`src/rtl/cgp_pkg.sv`:
```
package cgp_pkg;

  // Pass switch mode codes seen at the top-level port
  typedef enum logic [2:0] {
    SW_FULL      = 3'd0,  // fully on
    SW_CHG_BLOCK = 3'd1,  // discharge only, linear loop
    SW_DSG_BLOCK = 3'd2,  // charge only, linear loop
    SW_OFF       = 3'd3,  // switch open
    SW_SLEEP     = 3'd4   // open, low-power sleep
  } sw_mode_e;

  // Protection states
  typedef enum logic [2:0] {
    ST_RUN     = 3'd0,
    ST_HIGHV   = 3'd1,
    ST_TRIP    = 3'd2,
    ST_DORMANT = 3'd3,
    ST_RECOVER = 3'd4
  } guard_st_e;

  function automatic sw_mode_e mode_of(guard_st_e s);
    case (s)
      ST_RUN:     return SW_FULL;
      ST_HIGHV:   return SW_CHG_BLOCK;
      ST_TRIP:    return SW_OFF;
      ST_DORMANT: return SW_SLEEP;
      ST_RECOVER: return SW_DSG_BLOCK;
      default:    return SW_OFF;
    endcase
  endfunction

endpackage

```
`src/rtl/cgp_tick_gen.sv`:
```
module cgp_tick_gen #(
  parameter int unsigned PERIOD = 262
) (
  input  logic clk,
  input  logic rst,
  output logic stb_o
);
  localparam int unsigned CW = (PERIOD > 1) ? $clog2(PERIOD) : 1;

  generate
    if (PERIOD > 1) begin : g_div
      logic [CW-1:0] cnt_q;
      logic          wrap;
      assign wrap = (cnt_q == CW'(PERIOD - 1));

      always_ff @(posedge clk) begin
        if (rst) begin
          cnt_q <= '0;
          stb_o <= 1'b0;
        end else begin
          stb_o <= wrap;
          cnt_q <= wrap ? '0 : cnt_q + 1'b1;
        end
      end

      // strobe is a single-cycle pulse
      p_stb_single_r2: assert property (@(posedge clk) disable iff (rst)
        stb_o |=> !stb_o);
    end else begin : g_every
      always_ff @(posedge clk) begin
        if (rst) stb_o <= 1'b0;
        else     stb_o <= 1'b1;
      end
    end
  endgenerate

endmodule

```
`src/rtl/cgp_hold_timer.sv`:
```
module cgp_hold_timer #(
  parameter int unsigned LIMIT = 33
) (
  input  logic clk,
  input  logic rst,
  input  logic cond_i,
  output logic done_o
);
  localparam int unsigned CW = $clog2(LIMIT + 1);

  logic [CW-1:0] cnt_q;

  always_ff @(posedge clk) begin
    if (rst || !cond_i)               cnt_q <= '0;
    else if (cnt_q != CW'(LIMIT))     cnt_q <= cnt_q + 1'b1;
  end

  assign done_o = (cnt_q == CW'(LIMIT));

  // a dropped flag leaves no accumulated time
  p_restart_r11: assert property (@(posedge clk) disable iff (rst)
    !cond_i |=> !done_o);

  // expiry needs the flag high on the preceding cycle
  p_done_needs_cond_r11: assert property (@(posedge clk) disable iff (rst)
    $rose(done_o) |-> $past(cond_i));

endmodule

```
`src/rtl/cgp_guard_fsm.sv`:
```
module cgp_guard_fsm
  import cgp_pkg::*;
#(
  parameter int unsigned UV_HITS = 2
) (
  input  logic     clk,
  input  logic     rst,
  input  logic     stb_i,
  input  logic     ov_hold_i,
  input  logic     oc_hold_i,
  input  logic     ov_trip_i,
  input  logic     ov_clear_i,
  input  logic     uv_trip_i,
  input  logic     uv_clear_i,
  input  logic     oc_i,
  input  logic     chg_i,
  input  logic     near_i,
  input  logic     ot_i,
  output sw_mode_e mode_o
);
  localparam int unsigned UW = $clog2(UV_HITS + 1);

  guard_st_e     st_q, st_d;
  logic [UW-1:0] uv_q, uv_d;
  logic          oc_fire;

  assign oc_fire = oc_hold_i && oc_i;

  always_comb begin
    st_d = st_q;
    uv_d = uv_q;
    if (!ot_i) begin
      case (st_q)
        ST_RUN: begin
          if (oc_fire) begin
            st_d = ST_TRIP;
            uv_d = '0;
          end else if (stb_i) begin
            if (uv_trip_i) begin
              if (uv_q >= UW'(UV_HITS - 1)) begin
                st_d = ST_DORMANT;
                uv_d = '0;
              end else begin
                uv_d = uv_q + 1'b1;
              end
            end else begin
              uv_d = '0;
              if (ov_trip_i && ov_hold_i) st_d = ST_HIGHV;
            end
          end
        end
        ST_HIGHV: begin
          if (oc_fire)                  st_d = ST_TRIP;
          else if (stb_i && ov_clear_i) st_d = ST_RUN;
        end
        ST_TRIP: begin
          if (near_i) st_d = ST_RUN;
        end
        ST_DORMANT: begin
          if (chg_i) st_d = ST_RECOVER;
        end
        ST_RECOVER: begin
          if (!chg_i)                   st_d = ST_DORMANT;
          else if (stb_i && uv_clear_i) st_d = ST_RUN;
        end
        default: st_d = ST_RUN;
      endcase
    end
  end

  always_ff @(posedge clk) begin
    if (rst) begin
      st_q   <= ST_RUN;
      uv_q   <= '0;
      mode_o <= SW_FULL;
    end else begin
      st_q   <= st_d;
      uv_q   <= uv_d;
      mode_o <= ot_i ? SW_OFF : mode_of(st_d);
    end
  end

  // overvoltage entry only at a strobe with an expired hold timer
  p_ov_entry_r3: assert property (@(posedge clk) disable iff (rst)
    (st_q == ST_HIGHV && $past(st_q) == ST_RUN) |-> ($past(stb_i) && $past(ov_hold_i)));

  // undervoltage entry only at a strobe with the trip flag high
  p_uv_entry_r5: assert property (@(posedge clk) disable iff (rst)
    (st_q == ST_DORMANT && $past(st_q) == ST_RUN) |-> ($past(stb_i) && $past(uv_trip_i)));

  // overcurrent trip only after the timer expired
  p_oc_entry_r8: assert property (@(posedge clk) disable iff (rst)
    (st_q == ST_TRIP && $past(st_q) != ST_TRIP) |-> $past(oc_hold_i));

  // trip latched until the pack terminal is pulled down
  p_oc_latch_r9: assert property (@(posedge clk) disable iff (rst)
    (st_q == ST_TRIP && !near_i) |=> st_q == ST_TRIP);

  // sleep holds until a charger appears
  p_sleep_hold_r6: assert property (@(posedge clk) disable iff (rst)
    (st_q == ST_DORMANT && !chg_i) |=> st_q == ST_DORMANT);

  // overtemperature opens the switch and freezes the state
  p_ot_freeze_r10: assert property (@(posedge clk) disable iff (rst)
    ot_i |=> (mode_o == SW_OFF && st_q == $past(st_q)));

endmodule

```
`src/rtl/cell_guard_ctrl.sv`:
```
module cell_guard_ctrl
  import cgp_pkg::*;
#(
  parameter int unsigned SAMPLE_TICKS  = 262,
  parameter int unsigned OV_HOLD_TICKS = 32768,
  parameter int unsigned OC_HOLD_TICKS = 33,
  parameter int unsigned UV_SAMPLES    = 2
) (
  input  logic       clk,
  input  logic       rst,
  input  logic       cell_over_trip,
  input  logic       cell_under_ovrel,
  input  logic       cell_under_uvtrip,
  input  logic       cell_over_uvrel,
  input  logic       dsg_overcur,
  input  logic       charger_seen,
  input  logic       packneg_near,
  input  logic       over_temp,
  output logic [2:0] sw_mode,
  output logic       sample_stb
);
  logic     ov_hold, oc_hold;
  sw_mode_e mode_q;

  cgp_tick_gen #(.PERIOD(SAMPLE_TICKS)) u_tick (
    .clk   (clk),
    .rst   (rst),
    .stb_o (sample_stb)
  );

  cgp_hold_timer #(.LIMIT(OV_HOLD_TICKS)) u_ov_timer (
    .clk    (clk),
    .rst    (rst),
    .cond_i (cell_over_trip),
    .done_o (ov_hold)
  );

  cgp_hold_timer #(.LIMIT(OC_HOLD_TICKS)) u_oc_timer (
    .clk    (clk),
    .rst    (rst),
    .cond_i (dsg_overcur),
    .done_o (oc_hold)
  );

  cgp_guard_fsm #(.UV_HITS(UV_SAMPLES)) u_fsm (
    .clk        (clk),
    .rst        (rst),
    .stb_i      (sample_stb),
    .ov_hold_i  (ov_hold),
    .oc_hold_i  (oc_hold),
    .ov_trip_i  (cell_over_trip),
    .ov_clear_i (cell_under_ovrel),
    .uv_trip_i  (cell_under_uvtrip),
    .uv_clear_i (cell_over_uvrel),
    .oc_i       (dsg_overcur),
    .chg_i      (charger_seen),
    .near_i     (packneg_near),
    .ot_i       (over_temp),
    .mode_o     (mode_q)
  );

  assign sw_mode = mode_q;

  // only the five defined codes appear
  p_mode_legal_r12: assert property (@(posedge clk) disable iff (rst)
    sw_mode <= 3'd4);

endmodule

```
`config.mk`:
```
export PLATFORM = sky130hd
export DESIGN_NAME = cell_guard_ctrl
export DESIGN_NICKNAME = d
export VERILOG_FILES = /design/src/rtl/cgp_pkg.sv /design/src/rtl/cgp_tick_gen.sv /design/src/rtl/cgp_hold_timer.sv /design/src/rtl/cgp_guard_fsm.sv /design/src/rtl/cell_guard_ctrl.sv
export SDC_FILE = /design/constraint.sdc
export NUM_CORES = 1
export LEC_CHECK = 0
export CAP_MARGIN = 30
export CELL_PAD_IN_SITES_DETAIL_PLACEMENT = 1
export CELL_PAD_IN_SITES_GLOBAL_PLACEMENT = 1
export CORE_ASPECT_RATIO = 2
export CORE_UTILIZATION = 47
export CTS_CLUSTER_DIAMETER = 120
export DETAILED_ROUTE_END_ITERATION = 16
export GPL_TIMING_DRIVEN = 1
export PLACE_DENSITY = 0.8
export RECOVER_POWER = 100
export SETUP_SLACK_MARGIN = 0.02
export SYNTH_ARGS = -nofsm -noshare
export SYNTH_HDL_FRONTEND = slang
export SYNTH_SLANG_ARGS = --single-unit
```
`constraint.sdc`:
```
create_clock -name clk -period 3.2 [get_ports clk]
set_input_delay 0.96 -clock clk [delete_from_list [all_inputs] [get_ports clk]]
set_output_delay 0.96 -clock clk [all_outputs]
set_load 0.1 [all_outputs]
```
==> metrics.md, run 1 <==
| Metric | Value |
|---|---|
| Status | `finished, final reports clean` |
| CP delay by family, top | `buffers and inverters` |
| Net Count, Synth | `235` |
| Peak VDD IR | `314 µV` |
| CTS resizes | `0` |
| Finished Layout Cells | `281` |
| Crit path max fanout | `5` |
| Die Y-Extent | `92.4 µm` |
| Port bufs | `13` |
| Syn_area_per_cell | `8.82 µm²` |
| Power density over the cells | `523 mW/mm²` |
| Number of post-CTS setup repair buffers | `0` |
| Setup violators final | `0` |
| Slew Limit Fails | `0` |
| Layout cells sized above 1 | `6.09%` |
| H-Tree Depth | `2` |
| WL per Instance | `14.6 µm` |
| Die ar. | `0.00436 mm²` |
| Max stage delay cell, worst path | `clkbuf_1` |
| Post-synthesis adder-cell area fraction | `4.56%` |
| Largest area contributor in the netlist | `dfxtp_1` |
| All-Layer GR Usage | `21.9%` |
| Post-synth top flop | `dfxtp_1` |
| # placed instances | `273` |
| Crit-path max cell delay | `880 ps` |
| Crit Path Class | `flop to primary output` |
| Worst-Margin Slew | `1170 ps` |
| Most common library cells after synthesis | `nor2_1, dfxtp_1, xor2_1` |
| Synth unique cells | `44` |
| CTS tree | `done` |
| Count leader, synth | `nor2_1` |
| Post-synthesis xor/xnor area fraction | `11.8%` |
| WHS | `480 ps` |
| Flops & latches, synth | `40` |
| CP Capture Type | `primary output` |
| Max Clk Rate | `391 MHz` |
| Antenna diode count | `0` |
| Post-route ant nets | `0` |
| Worst clock skew | `8.59 ps` |
| Initial antenna violation count | `0` |
| Post-CTS Hold Fix Bufs | `0` |
| Site row count | `32` |
| Largest net degree at the start of global routing | `17` |
| Drt drc | `0` |
| Largest family of logic cells by synthesized area | `simple AND/OR/NAND/NOR gates` |
| Mux cell area share after synthesis | `2.15%` |
| Fin crit share | `80.0%` |
| Worst Path Required | `2240 ps` |
| Synth top area cells | `dfxtp_1, nor2_1, xor2_1` |
| Crit path buffers/inverters | `1` |
| Yosys top cell area share | `41.7%` |
| Tightest Hold Check Type | `flop to flop` |
| GRT overflow | `0` |
| First-pass GRT wire length | `6910 µm` |
| I/O Pins | `14` |
| TNS Setup | `0 ps` |
| Yosys warns | `0` |
| Core Region | `0.00388 mm²` |
| Initial DRC count | `12` |
| CTS root buffer | `clkbuf_8` |
| Register area share after synthesis | `41.7%` |
| Vias/cell | `5.33` |
| Clock Tree Buf Depth | `2` |
| Simple logic cell fraction of the synthesized area | `28.6%` |
| EDFF count, synth | `0` |
| Crit start category | `flop` |
| Clk_lat worst skew | `300 ps` |
| Synth Area in Compound Gates | `6.12%` |
| Min Tclk post-route | `2560 ps` |
| Total routed wirelength | `4120 µm` |
| Async S/R FF share, synth | `0%` |
| Tot Pwr | `0.00114 W` |
| Vias in the first global route | `1655` |
| Syn-to-layout area delta | `13.3%` |
| RSZ-0062 raised after global routing | `no` |
| Cell Area, Synth | `0.00192 mm²` |
| Final Hold Fails | `0` |
| Max-cap violation count | `0` |
| Num CTS Buffers | `5` |
| Die Span X | `47.2 µm` |
| Rel. slew slack | `22.1%` |
| Post-DP HPWL | `3120 µm` |
| Layout net count | `246` |
| CP cell instances | `clkbuf_1` |
| DR vias | `1497` |
| Final GP Congestion | `0.774` |
| Cells after Synth | `218` |
| Crit path DAT | `1600 ps` |
| Clock sinks | `40` |
| TritonRoute pass-1 iters | `4` |
| Initial Util | `49.5%` |
| Clk pin slew, worst setup/hold paths | `80 ps` |
| Final Util | `56.1%` |
| LEAKAGE | `0.793 nW` |
-- tightest hold or removal path: stages (launching register included) --
cell and delay [ps]:
dfxtp_1 320, nand2b_1 70, a21oi_1 50
-- state kept, by name, indices dropped and copies added, names as in the netlist --
name                flops
u_fsm.uv_q              2
u_fsm.st_q              3
u_tick.g_div.cnt_q      9
u_fsm.mode_o            3
u_ov_timer.cnt_q       16
u_oc_timer.cnt_q        6
u_tick.stb_o            1
-- path summary, 6_finish.rpt --
kind | start | endpoint | slack, ps | cells past startpoint
max | u_tick.stb_o$_SDFF_PP0_ | sample_stb | 640 | 1
min | u_fsm.uv_q[1]$_SDFFE_PP0P_ | u_fsm.uv_q[1]$_SDFFE_PP0P_ | 480 | 2
max reg2reg | u_oc_timer.cnt_q[1]$_SDFFE_PP0P_ | u_fsm.mode_o[0]$_SDFF_PP0_ | 1300 | 8
min reg2reg | u_fsm.uv_q[1]$_SDFFE_PP0P_ | u_fsm.uv_q[1]$_SDFFE_PP0P_ | 480 | 2
-- logic make-up after synthesis --
logic type | after synthesis
adders and majority gates | 7
AOI/OAI and AO/OA | 17
xor gates and xnor gates | 26
muxes | 4
DFF | 40
and+or+nand+nor | 106
buffers and inverters | 18
-- cells in the final DEF, fill, tap and decap left out, types with 3 or more instances in the layout --
cell	n
o21ai_0	3
xor2_1	17
nand2b_1	5
nor3_1	4
nand2_1	13
and4_1	3
nand3_1	15
nor4_1	3
nand4_1	3
nor2_1	43
clkbuf_8	5
and3_1	3
mux2i_1	3
a21oi_1	4
bufinv_16	3
inv_1	8
xnor2_1	9
dlygate4sd3_1	3
dfxtp_1	40
clkbuf_1	4
ha_1	7
clkdlybuf4s50_1	6
-- per-stage QoR --
| stage | area, µm² | worst slack [ps] |
|---|---|---|
| floorplan | 1920 | 1010 |
| detailed placement | 2050 | 444 |
| global route | 2180 | 512 |
| CTS | 2210 | 727 |
| finish | 2180 | 639 |
| global placement | 2050 | 507 |
-- report_power, final --
part           leakage, nW  switching (W)  internal (W)
Sequential           0.324     0.00000680      0.000504
Clock               0.0784       0.000180      0.000390
Combinational        0.390      0.0000334     0.0000228
-- metal layers --
layer  global-route usage, %  wire, µm  up-vias
met3                    4.09       111       12
li1                        -         -      754
met5                       0         0        -
met4                    11.2       128        0
met2                    41.3      2410       21
met1                    19.7      1470      710
-- layout make-up --
type | instances | area, µm²
clock inverters | 3 | 90.1
well taps | 51 | 63.8
clock buffers | 5 | 68.8
multi-input cells | 160 | 1010
inverters | 8 | 30.0
repair buffers | 14 | 113
fillers | 477 | 1710
flip-flops and latches | 40 | 801
No activity file was read; power rests on OpenSTA's default activity.
==> inputs of run 2 (changes only) <==
- CORE_UTILIZATION: 47 -> 40
- PLACE_DENSITY: 0.8 -> 0.72
- clock period: 3.2 -> 2.25 ns (I/O delays scaled with it)
==> metrics.md, run 2 (synthesis results as in run 1) <==
| Metric | Value |
|---|---|
| Status | `finished, final reports clean` |
| Max Clk Rate | `506 MHz` |
| Post-route cell area | `0.00214 mm²` |
| WL per Instance | `13.6 µm` |
| LEAKAGE | `0.790 nW` |
| Crit path DAT | `2120 ps` |
| Largest net degree at the start of global routing | `17` |
| RSZ-0062 raised after global routing | `no` |
| Final Hold Fails | `0` |
| Layout cells sized above 1 | `9.44%` |
| TNS Setup | `0 ps` |
| Post-route ant nets | `0` |
| Initial Util | `41.8%` |
| Most frequent cells in the layout | `nor2_1, dfxtp_1, xor2_1` |
| Vias/cell | `5.20` |
| Min Tclk post-route | `1980 ps` |
| Clk pin slew, worst setup/hold paths | `80 ps` |
| First-pass GRT wire length | `6500 µm` |
| Worst slack, placed | `13.1 ps` |
| Crit-path max cell delay | `630 ps` |
| Setup WS post-layout | `274 ps` |
| WHS | `474 ps` |
| Clock sinks | `40` |
| Initial DRC count | `17` |
| Worst Path Required | `2400 ps` |
| Post-CTS Hold Fix Bufs | `0` |
| Total routed wirelength | `3910 µm` |
| CTS resizes | `0` |
| Die Span X | `51.0 µm` |
| Vias in the first global route | `1530` |
| Peak VDD IR | `388 µV` |
| Setup violators final | `0` |
| Core Region | `0.00460 mm²` |
| CP Capture Type | `flop` |
| Antenna diode count | `0` |
| Largest register by flop count | `u_ov_timer.cnt_q` |
| Drt drc | `0` |
| Power density over the cells | `600 mW/mm²` |
| Layout net count | `249` |
| Area after DPL | `0.00207 mm²` |
| CTS tree | `done` |
| I/O Pins | `14` |
| Max stage delay cell, worst path | `dlygate4sd3_1` |
| FF-to-FF Start | `u_fsm.st_q[2]$_SDFF_PP0_` |
| Die Y-Extent | `100 µm` |
| Crit path buffers/inverters | `2` |
| Crit path launch | `rst` |
| Tightest Hold Check Type | `flop to flop` |
| Clock Tree Buf Depth | `2` |
| Syn-to-layout area delta | `11.6%` |
| Worst clock skew | `12.1 ps` |
| Met3 Wirelength | `73 µm` |
| Crit start category | `input port` |
| Met2 WL | `2250 µm` |
| Commonest non-fill, non-tap cell in the layout | `nor2_1` |
| CP cell instances | `dlygate4sd3_1, nand2b_1, clkbuf_1, nor2_1` |
| Crit Path Class | `input port to flop` |
| All-Layer GR Usage | `17.0%` |
| TritonRoute pass-1 iters | `4` |
| GRT overflow | `0` |
| Fin crit share | `87.8%` |
| DR vias | `1497` |
| CTS root buffer | `clkbuf_8` |
| Max-cap violation count | `0` |
| DR top layer | `met4` |
| Rel. slew slack | `52.9%` |
| H-Tree Depth | `2` |
| Worst-Margin Slew | `707 ps` |
| Final GP Congestion | `0.738` |
| CP delay by family, top | `buffers and inverters` |
| Slew Limit Fails | `0` |
| Largest register FFs | `16` |
| Initial antenna violation count | `0` |
| Site row count | `35` |
| Crit path max fanout | `16` |
| # fillers | `558` |
| Port bufs | `13` |
| Met1 WL | `1490 µm` |
| Num CTS Buffers | `5` |
| Largest regs | `u_ov_timer.cnt_q: 16 flops, u_tick.g_div.cnt_q: 9 flops, u_oc_timer.cnt_q: 6 flops` |
| Die ar. | `0.00510 mm²` |
| Clk_lat worst skew | `300 ps` |
| Number of post-CTS setup repair buffers | `0` |
| Worst Hold Launch | `u_fsm.uv_q[1]$_SDFFE_PP0P_` |
| Post-DP HPWL | `2990 µm` |
==> run 2: cell types whose count changed in the layout (fill, tap and decap cells not counted), moves of 2 or more <==
cell       change
clkbuf_2       +4
bufinv_16      -3
clkbuf_1       -3
buf_4          +2
clkinv_2       +2
==> run 2: report_power, final <==
part           leakage, nW  switching, W  internal [W]
Combinational        0.418     0.0000479     0.0000351
Clock               0.0479      0.000261      0.000216
Sequential           0.324    0.00000930      0.000717
==> run 2: per-layer routing <==
metal	GRT usage, %	vias to the layer above
met2	33.8	14
met1	15.1	719
met5	0	-
li1	-	758
met4	8.97	0
met3	2.88	6
==> run 2: metrics by stage <==
step | instances | power, W | utilization, %
2_1_floorplan | 218 | 0.000797 | -
3_3_place_gp | 280 | 0.000830 | 45.1
3_5_place_dp | 280 | 0.000831 | 45.1
4_1_cts | 288 | 0.00131 | 47.0
5_1_grt | 288 | 0.00134 | 46.6
6_report | 288 | 0.00129 | 46.6
==> run 2: tightest hold or removal path, delay by kind of cell (launching register included) <==
family           cells  cell delay, ps
AND/OR/NAND/NOR      1              60
flip-flops           1             320
AO/OA/AOI/OAI        1              50
==> run 2: area by class of cell <==
cell class / count / area [µm²] / share of cell area, %
multi-input cells: 160 / 1020 / 47.6
inverters: 8 / 30.0 / 1.40
well taps: 55 / 68.8 / 3.21
clock buffers: 5 / 68.8 / 3.21
repair buffers: 17 / 136 / 6.36
clock inverters: 3 / 18.8 / 0.875
flip-flops and latches: 40 / 801 / 37.3
==> run 2: final timing paths <==
| check | to | depth (start not counted) | slack (ps) |
|---|---|---|---|
| max | u_ov_timer.cnt_q[5]$_SDFFE_PP0P_ | 4 | 270 |
| min | u_fsm.uv_q[1]$_SDFFE_PP0P_ | 2 | 470 |
| max reg2reg | u_fsm.mode_o[0]$_SDFF_PP0_ | 6 | 400 |
| min reg2reg | u_fsm.uv_q[1]$_SDFFE_PP0P_ | 2 | 470 |
==> inputs of run 3 (changes only) <==
- CORE_UTILIZATION: 40 -> 43
- DONT_BUFFER_PORTS: unset -> 1
- PLACE_DENSITY: 0.72 -> 0.71
==> metrics.md, run 3 (synthesis results as in run 1) <==
| Metric | Value |
|---|---|
| Status | `finished, final reports clean` |
| Clk pin slew, worst setup/hold paths | `80 ps` |
| Initial antenna violation count | `0` |
| LEAKAGE | `0.738 nW` |
| DR vias | `1462` |
| Power density over the cells | `626 mW/mm²` |
| Setup WS post-layout | `273 ps` |
| Worst clock skew | `6.62 ps` |
| Final Hold Fails | `0` |
| CP Capture Type | `flop` |
| Layout net count | `236` |
| Worst-Margin Slew | `617 ps` |
| I/O Pins | `14` |
| Worst slack, placed | `381 ps` |
| Port bufs | `0` |
| Vias/cell | `5.34` |
| Final GP Congestion | `0.768` |
| Site row count | `34` |
| Tightest Hold Check Type | `input port to flop` |
| Clk_lat worst skew | `290 ps` |
| Die ar. | `0.00476 mm²` |
| Clock Tree Buf Depth | `2` |
| Layout cells sized above 1 | `8.64%` |
| RSZ-0062 raised after global routing | `no` |
| TritonRoute pass-1 iters | `4` |
| Total routed wirelength | `4020 µm` |
| Post-route ant nets | `0` |
| GRT overflow | `0` |
| Setup violators final | `0` |
| Largest net degree at the start of global routing | `17` |
| Num CTS Buffers | `5` |
| CTS resizes | `0` |
| Max Clk Rate | `506 MHz` |
| Post-CTS Hold Fix Bufs | `0` |
| H-Tree Depth | `2` |
| Initial Util | `44.7%` |
| Crit Path Class | `flop to flop` |
| Die Y-Extent | `96.5 µm` |
| Most frequent cells in the layout | `nor2_1, dfxtp_1, xor2_1` |
| Core Region | `0.00430 mm²` |
| Crit path max fanout | `5` |
| Peak VDD IR | `547 µV` |
| TNS Setup | `0 ps` |
| Clock sinks | `40` |
| All-Layer GR Usage | `18.1%` |
| Slew Limit Fails | `0` |
| First-pass GRT wire length | `6610 µm` |
| Rel. slew slack | `58.8%` |
| Commonest non-fill, non-tap cell in the layout | `nor2_1` |
| Crit path DAT | `2200 ps` |
| Max-cap violation count | `0` |
| CTS tree | `done` |
| Drt drc | `0` |
| Largest register FFs | `16` |
| Largest register by flop count | `u_ov_timer.cnt_q` |
| Syn-to-layout area delta | `5.60%` |
| Die Span X | `49.3 µm` |
| Worst Path Required | `2470 ps` |
| Antenna diode count | `0` |
| Number of post-CTS setup repair buffers | `0` |
| Largest regs | `u_ov_timer.cnt_q: 16 flops, u_tick.g_div.cnt_q: 9 flops, u_oc_timer.cnt_q: 6 flops` |
| CTS root buffer | `clkbuf_8` |
| Fin crit share | `87.9%` |
| WL per Instance | `14.7 µm` |
| Min Tclk post-route | `1980 ps` |
| Vias in the first global route | `1527` |
| Post-DP HPWL | `3130 µm` |
| Initial DRC count | `23` |
| Final Util | `47.2%` |
| Crit start category | `flop` |
[run 3: final cells by class]
class	instances	area [µm²]
clock buffers	6	82.6
well taps	54	67.6
fillers	526	2270
inverters	8	30.0
repair buffers	4	20.0
multi-input cells	160	1020
flip-flops and latches	40	801
clock inverters	2	10.0
[run 3: report_power, final]
group	total, W	switching, W	internal [W]
combinational	0.0000590	0.0000393	0.0000197
clock	0.000484	0.000239	0.000244
sequential	0.000727	0.00000974	0.000718
[run 3: worst paths after layout]
kind                                     from                                to  slack [ps]  cells past startpoint
min reg2reg  u_tick.g_div.cnt_q[0]$_SDFF_PP0_  u_tick.g_div.cnt_q[0]$_SDFF_PP0_         490                      1
min                                       rst          u_fsm.st_q[0]$_SDFF_PP0_         440                      1
max reg2reg  u_oc_timer.cnt_q[0]$_SDFFE_PP0P_        u_fsm.mode_o[1]$_SDFF_PP0_         270                      7
max          u_oc_timer.cnt_q[0]$_SDFFE_PP0P_        u_fsm.mode_o[1]$_SDFF_PP0_         270                      7
[run 3: routing by layer]
layer  vias up  GRT usage [%]  share of wire [%]
met4         0           8.09                1.9
met5         -              0                  0
li1        729              -                  -
met1       708           17.0                 38
met2        18           36.0                 57
met3         7           4.07                3.0
[run 3: critical path, stage by stage (launching register included)]
cell	delay [ps]
dfxtp_1	410
ha_1	180
nor4b_1	410
and3_4	280
nand2_1	60
a31o_1	250
nor3b_1	160
nor3b_2	160
[run 3: stage by stage]
| step | instances | hold WS, ps | power [W] | instance area, µm² |
|---|---|---|---|---|
| floorplan | 218 | 445 | 0.000797 | 1920 |
| global placement | 266 | 448 | 0.000800 | 1950 |
| detailed placement | 266 | 478 | 0.000805 | 1950 |
| CTS | 274 | 431 | 0.00130 | 2050 |
| global route | 274 | 431 | 0.00132 | 2030 |
| finish | 274 | 442 | 0.00127 | 2030 |
